### config.mk
export PLATFORM = sky130hd
export DESIGN_NAME = lsh_unit
export DESIGN_NICKNAME = d
export VERILOG_FILES = /design/src/rtl/lsh_pkg.sv /design/src/rtl/lsh_count_sel.sv /design/src/rtl/lsh_lane.sv /design/src/rtl/lsh_flags.sv /design/src/rtl/lsh_unit.sv
export SDC_FILE = /design/constraint.sdc
export NUM_CORES = 1
export LEC_CHECK = 0
export BUFFER_PORTS_ARGS = -buffer_cell sky130_fd_sc_hd__clkbuf_2
export CORE_UTILIZATION = 53
export DETAILED_ROUTE_END_ITERATION = 8
export HOLD_SLACK_MARGIN = 0.02
export PLACE_DENSITY = 0.79
export SKIP_CTS_REPAIR_TIMING = 1
export SLEW_MARGIN = 25
export SYNTH_ARGS = -nofsm -noshare
export SYNTH_HDL_FRONTEND = slang
export SYNTH_SLANG_ARGS = --single-unit
### constraint.sdc
create_clock -name clk -period 0.8 [get_ports clk]
set_input_delay 0.16 -clock clk [delete_from_list [all_inputs] [get_ports clk]]
set_output_delay 0.16 -clock clk [all_outputs]
set_load 0.005 [all_outputs]
### src/rtl/lsh_pkg.sv
package lsh_pkg;
    localparam int LSH_DATA_W = 32;
    localparam int LSH_CNT_W  = 6;
    localparam int LSH_IMM_W  = 3;
    localparam int LSH_NSIZE  = 3;

    typedef enum logic [1:0] {
        SZ_BYTE = 2'b00,
        SZ_WORD = 2'b01,
        SZ_LONG = 2'b10
    } lsh_size_e;

    typedef struct packed {
        logic                  valid;
        logic [LSH_DATA_W-1:0] result;
        logic                  c;
        logic                  x;
        logic                  n;
        logic                  z;
        logic                  v;
    } lsh_state_t;
endpackage

### src/rtl/lsh_count_sel.sv
module lsh_count_sel #(
    parameter int DATA_W = 32,
    parameter int CNT_W  = 6,
    parameter int IMM_W  = 3
) (
    input  logic              cnt_reg,
    input  logic [IMM_W-1:0]  imm_cnt,
    input  logic [DATA_W-1:0] reg_cnt,
    input  logic              mem_form,
    output logic [CNT_W-1:0]  cnt
);
    // an all-zero immediate field stands for the largest immediate count
    localparam logic [CNT_W-1:0] IMM_ZERO_CNT = CNT_W'(1 << IMM_W);
    localparam logic [CNT_W-1:0] ONE_CNT      = CNT_W'(1);

    logic [CNT_W-1:0] imm_eff;

    always_comb begin
        imm_eff = (imm_cnt == '0) ? IMM_ZERO_CNT : CNT_W'(imm_cnt);
        if (mem_form)
            cnt = ONE_CNT;
        else if (cnt_reg)
            cnt = reg_cnt[CNT_W-1:0];
        else
            cnt = imm_eff;
    end
endmodule

### src/rtl/lsh_lane.sv
module lsh_lane #(
    parameter int LANE_W = 8,
    parameter int CNT_W  = 6
) (
    input  logic [LANE_W-1:0] opnd,
    input  logic              dir_left,
    input  logic [CNT_W-1:0]  cnt,
    output logic [LANE_W-1:0] res,
    output logic              cout
);
    localparam int EXT_W = LANE_W + 1;

    logic [EXT_W-1:0] left_ext;
    logic [EXT_W-1:0] right_ext;
    logic [EXT_W-1:0] left_sh;
    logic [EXT_W-1:0] right_sh;

    always_comb begin
        // one guard bit catches the last bit leaving the lane
        left_ext  = {1'b0, opnd};
        right_ext = {opnd, 1'b0};
        left_sh   = left_ext << cnt;
        right_sh  = right_ext >> cnt;
        if (dir_left) begin
            res  = left_sh[LANE_W-1:0];
            cout = left_sh[LANE_W];
        end else begin
            res  = right_sh[EXT_W-1:1];
            cout = right_sh[0];
        end
    end
endmodule

### src/rtl/lsh_flags.sv
module lsh_flags #(
    parameter int DATA_W = 32
) (
    input  logic [DATA_W-1:0] sized_res,
    input  logic [1:0]        size_idx,
    output logic              neg,
    output logic              zero
);
    localparam int BYTE_W = DATA_W / 4;
    localparam int WORD_W = DATA_W / 2;

    always_comb begin
        zero = (sized_res == '0);
        case (size_idx)
            2'd0:    neg = sized_res[BYTE_W-1];
            2'd1:    neg = sized_res[WORD_W-1];
            default: neg = sized_res[DATA_W-1];
        endcase
    end
endmodule

### src/rtl/lsh_unit.sv
module lsh_unit
    import lsh_pkg::*;
#(
    parameter int DATA_W = LSH_DATA_W,
    parameter int CNT_W  = LSH_CNT_W,
    parameter int IMM_W  = LSH_IMM_W
) (
    input  logic              clk,
    input  logic              rst_n,
    input  logic              in_valid,
    input  logic              dir_left,
    input  logic [1:0]        size,
    input  logic              cnt_reg,
    input  logic [IMM_W-1:0]  imm_cnt,
    input  logic [DATA_W-1:0] reg_cnt,
    input  logic              mem_form,
    input  logic [DATA_W-1:0] operand,
    output logic              out_valid,
    output logic [DATA_W-1:0] result,
    output logic              flag_c,
    output logic              flag_x,
    output logic              flag_n,
    output logic              flag_z,
    output logic              flag_v
);
    localparam int NLANE = LSH_NSIZE;

    logic [CNT_W-1:0]  cnt;
    logic [1:0]        size_idx;
    logic [DATA_W-1:0] lane_res [NLANE];
    logic [DATA_W-1:0] lane_mask[NLANE];
    logic              lane_c   [NLANE];
    logic [DATA_W-1:0] sized_res;
    logic [DATA_W-1:0] keep_mask;
    logic              sel_c;
    logic              neg;
    logic              zero;
    lsh_state_t        st_d;
    lsh_state_t        st_q;

    lsh_count_sel #(
        .DATA_W(DATA_W),
        .CNT_W (CNT_W),
        .IMM_W (IMM_W)
    ) u_cnt (
        .cnt_reg (cnt_reg),
        .imm_cnt (imm_cnt),
        .reg_cnt (reg_cnt),
        .mem_form(mem_form),
        .cnt     (cnt)
    );

    // one lane per operand size: byte, word, long
    for (genvar g = 0; g < NLANE; g++) begin : g_lane
        localparam int LW = DATA_W >> (NLANE - 1 - g);
        logic [LW-1:0] lres;
        lsh_lane #(
            .LANE_W(LW),
            .CNT_W (CNT_W)
        ) u_lane (
            .opnd    (operand[LW-1:0]),
            .dir_left(dir_left),
            .cnt     (cnt),
            .res     (lres),
            .cout    (lane_c[g])
        );
        if (LW < DATA_W) begin : g_ext
            assign lane_res[g]  = {{(DATA_W-LW){1'b0}}, lres};
            assign lane_mask[g] = {{(DATA_W-LW){1'b0}}, {LW{1'b1}}};
        end else begin : g_full
            assign lane_res[g]  = lres;
            assign lane_mask[g] = '1;
        end
    end

    always_comb begin
        if (mem_form)
            size_idx = 2'd1;
        else if (size == SZ_BYTE)
            size_idx = 2'd0;
        else if (size == SZ_WORD)
            size_idx = 2'd1;
        else
            size_idx = 2'd2;
        sized_res = lane_res[size_idx];
        keep_mask = ~lane_mask[size_idx];
        sel_c     = lane_c[size_idx];
    end

    lsh_flags #(
        .DATA_W(DATA_W)
    ) u_flags (
        .sized_res(sized_res),
        .size_idx (size_idx),
        .neg      (neg),
        .zero     (zero)
    );

    always_comb begin
        st_d       = st_q;
        st_d.valid = in_valid;
        if (in_valid) begin
            st_d.result = sized_res | (operand & keep_mask);
            st_d.n      = neg;
            st_d.z      = zero;
            st_d.v      = 1'b0;
            if (cnt == '0) begin
                st_d.c = 1'b0;
            end else begin
                st_d.c = sel_c;
                st_d.x = sel_c;
            end
        end
    end

    always_ff @(posedge clk or negedge rst_n) begin
        if (!rst_n)
            st_q <= '0;
        else
            st_q <= st_d;
    end

    assign out_valid = st_q.valid;
    assign result    = st_q.result;
    assign flag_c    = st_q.c;
    assign flag_x    = st_q.x;
    assign flag_n    = st_q.n;
    assign flag_z    = st_q.z;
    assign flag_v    = st_q.v;
endmodule

==> results.yml, run 1 <==
synth:
  ys_seq_area_frac: 0.149
  yosysUniqueCellTypes: 84
  syn_inst: 913
  syn_nets: 988
  synth_area_leader_cell: "dfrtp_1"
  synth_top_area_share: 0.149
  synth-compound-area-share: 0.441
  ys_ff_latch: 37
  synth-async-reset-ratio: 1.00
  ys.flop_type: "dfrtp_1"
  synth_xor_area_frac: 0
  synth_warnings: 0
  synth_top_family_by_area: "compound AO/OA/AOI/OAI gates"
  netlist_area_sq_mm: 0.00623
  syn_avg_cell_area_sq_um: 6.82
  synth_edf_count: 0
  synth_fa_ha_area_frac: 0
  yosysMostFrequentCell: "nor2_1"
  synthMuxAreaShare: 0.0811
  synth_commonest_cells: "nor2_1, a21oi_1, nand2_1"
  synth.area.top_cells: "dfrtp_1, a21oi_1, nor2_1"
  synth_simple_gate_area_frac: 0.252
floorplan:
  rows: 39
  io_pins: 113
  die_w_um: 110
  die-height_um: 110
  initial_utilization: 0.546
outcome:
  status: "stopped before the end"
  stop_error: "[ERROR GRT-0116] Global routing finished with congestion. Check the congestion regions in the DRC Viewer."
  lastStage: "global routing"
placed_design:
  post-place-ws_ns: -2.66
  finalWeightedCongestion: 1.33
  port-buffer-count: 85
  dpl.hpwl_mm: 29.6
grt:
  grt_pass1_vias: 12095
  grt_first_pass_wirelength_mm: 69.7
  grt-ovfl-total: 73
  grt_usage: 0.740
  grt_max_degree: 60
clock_network:
  clockRootBuffer: "clkbuf_16"
  cts.sinks: 37
  cts.path.max_buffers: 2
  cts_made_buffers: 5
  cts.htree.levels: 2
-- metrics by stage --
step                      instance area (sq um)  TNS, ns  cells  hold WS, ns  utilization
after floorplan                            6620   -47.40    913       -0.136            -
after global placement                     9690   -70.90   1433        0.136        0.849
after detailed placement                   9690   -75.01   1433        0.138        0.849
after CTS                                  9890   -71.53   1441       -0.164        0.866
-- cells by family after synthesis --
| logic type | count (synthesis) |
|---|---|
| AO/OA/AOI/OAI | 399 |
| buffers and inverters | 98 |
| flip-flops | 37 |
| multiplexers | 43 |
| other | 1 |
| AND/OR/NAND/NOR | 335 |
-- metal layers --
| layer | GRT usage | overflow |
|---|---|---|
| met2 | 0.896 | 42 |
| met5 | 0.196 | 0 |
| met4 | 0.708 | 29 |
| met1 | 0.777 | 2 |
| met3 | 0.565 | 0 |
==> run 2, diff against run 1 <==
CORE_UTILIZATION = 40   (was 53)
HOLD_SLACK_MARGIN = default   (was 0.02)
PLACE_DENSITY = default   (was 0.79)
PLACE_DENSITY_LB_ADDON = 0.15   (was default)
clock period = 1.05 ns   (was 0.8 ns; I/O delays follow)
==> run 2 against run 1 <==
- the flow now finishes, with violations (setup timing)
- synthesized area is the same
- synthesized cell count stayed put
==> results.yml, run 2 <==
route:
  first_iter_violations: 1958
  drt-vias-per-instance: 7.29
  drc: 0
  ant_nets: 0
  avgRoutedWirePerCell_um: 30.3
  num_vias: 11440
  firstDrtPassIters: 9
  wirelength_mm: 47.6
setup_path:
  worstPathArrival_ns: 3.41
  cp_max_fo: 7
  crit_type: "input port to flip-flop"
  cp_slowest_cell: "o32ai_1"
  worstPathRequired_ns: 1.20
  cp-end-kind: "flip-flop"
  crit_path_cell_trace: "buf_12 > buf_12 > mux2i_4 > buf_6 > a21oi_2 > buf_4 > o32ai_1 > buf_4 > nand2_1 > a221o_1 > nand3_1 > nor2_1 > nand4_1 > o32ai_2"
  slowest_delay_ns: 0.93
  cp-start-kind: "input port"
synth:
  yosysMostFrequentCell: "nor2_1"
  synth-async-reset-ratio: 1.00
  yosysUniqueCellTypes: 84
  ys.flop_type: "dfrtp_1"
  synth_edf_count: 0
  syn_inst: 913
  synth.area.top_cells: "dfrtp_1, a21oi_1, nor2_1"
  synth_warnings: 0
  synth_top_area_share: 0.149
  netlist_area_sq_mm: 0.00623
  ys_ff_latch: 37
  syn_avg_cell_area_sq_um: 6.82
  synth_commonest_cells: "nor2_1, a21oi_1, nand2_1"
  syn_nets: 988
  synth_area_leader_cell: "dfrtp_1"
  ys_seq_area_frac: 0.149
clock_network:
  cts.htree.levels: 2
  clk_pin_slew_ns: 0.06
  cts.path.max_buffers: 2
  cts_tree: "yes"
  clk_latency_ns: 0.29
  clockRootBuffer: "clkbuf_16"
  cts.sinks: 37
  cts_made_buffers: 5
timing:
  period_share: 3.10
  setup_violations: 36
  layout_setup_ws_ns: -2.21
  finalClockSkew_ns: 0
  fin_crit_ns: 3.26
  rsz0062_at_grt: "true"
  final_hold_viol_count: 0
  fmax_mhz: 307
  tightest_slew_ns: 1.16
  fin_hold_ws_ns: 0.347
  finalMaxSlewViolations: 0
  relSlewSlack: 0.227
floorplan:
  io_pins: 113
  dieArea_sq_mm: 0.0161
  rows: 45
  coreArea_sq_mm: 0.0152
  initial_utilization: 0.410
  die-height_um: 127
  die_w_um: 127
placed_design:
  finalWeightedCongestion: 1.17
  port-buffer-count: 85
  dp.cells: 1502
  post-place-ws_ns: -2.37
  placed_area_sq_mm: 0.00998
  dpl.hpwl_mm: 32.8
worst_hold_path:
  min_path_type: "input port to flip-flop"
grt:
  antenna_found_initial: 2
  grt_pass1_vias: 9555
  grt-ovfl-total: 0
  grt_usage: 0.490
  grt_first_pass_wirelength_mm: 58.5
  grt_max_degree: 43
cells_and_area:
  design_area_sq_mm: 0.0122
  multi_input_area_sq_mm: 0.00643
  fin_cells: 1570
  largest_reg_flops: 32
  final_cell_mix: "buf_4, nor2_1, nand2_1, clkbuf_2, a21oi_1"
  final_common_cell: "buf_4"
  nets: 1455
  final_core_util: 0.802
  fillerInstances: 1002
  seq_area_sq_um: 926
  syn2layout_area_growth_pct: 95.6
  drive_above_1_share: 0.592
power:
  ir_drop_uv: 927
  leakagePower_nw: 5.21
  powerDensity_mw_per_mm2: 954
outcome:
  status: "finished, violations left"
  violations: "setup timing"
flow_run:
  cap_violations: 0
-- run 2: cell counts after synthesis --
No cell type changed its count.
-- run 2: report_power, final --
group / internal (mW) / switching (mW) / leakage (nW)
Sequential: 1.62 / 0.109 / 0.433
Combinational: 3.61 / 4.47 / 4.69
Clock: 1.19 / 0.625 / 0.0831
Total: 6.42 / 5.20 / 5.21
-- run 2: kinds of logic after synthesis --
group           count (synthesis)  synth area share
buf+inv                        98            0.0771
simple gates                  335             0.252
mux                            43            0.0811
compound gates                399             0.441
other cells                     1          0.000602
flops                          37             0.149
-- run 2: path summary, 6_finish.rpt --
check | startpoint | to | slack, ns | cells after the start
setup / recovery | cnt_reg | flag_z$_DFFE_PN0P_ | -2.21 | 14
min in group asynchronous | rst_n | result[23]$_DFFE_PN0P_ | 0.41 | 3
hold reg to reg | result[19]$_DFFE_PN0P_ | result[19]$_DFFE_PN0P_ | 0.50 | 2
max in group asynchronous | rst_n | flag_n$_DFFE_PN0P_ | 0.44 | 3
hold / removal | operand[22] | result[22]$_DFFE_PN0P_ | 0.35 | 4
setup reg to reg | flag_x$_DFFE_PN0P_ | flag_x$_DFFE_PN0P_ | 0.28 | 1
-- run 2: worst max-delay path, delay by kind of cell --
kind / cells / cell delay, ns
compound gates: 4 / 1.47
buf+inv: 5 / 0.94
mux: 1 / 0.41
simple gates: 4 / 0.38
-- run 2: through the flow --
stage | setup TNS [ns] | total power [mW]
floorplan | -40.20 | 4.52
global placement | -69.86 | 7.75
detailed placement | -72.30 | 7.77
CTS | -62.15 | 9.59
global route | -60.88 | 11.9
finish | -58.85 | 11.6
-- run 2: cell type report --
type / instances / share of cell area
Inverter: 8 / 0.00267
Clock inverter: 2 / 0.00308
Timing Repair Buffer: 545 / 0.360
Sequential cell: 37 / 0.0760
Clock buffer: 6 / 0.0114
Multi-Input combinational cell: 783 / 0.528
Tap cell: 188 / 0.0193
Antenna cell: 1 / 0.000205
-- run 2: metal layers --
layer / vias up / global-route usage / share of wire
li1: 4547 / - / -
met2: 1222 / 0.736 / 0.40
met5: - / 0 / 0.0026
met1: 5221 / 0.629 / 0.35
met3: 444 / 0.123 / 0.16
met4: 6 / 0.306 / 0.097
No activity file was read; power rests on OpenSTA's default activity.
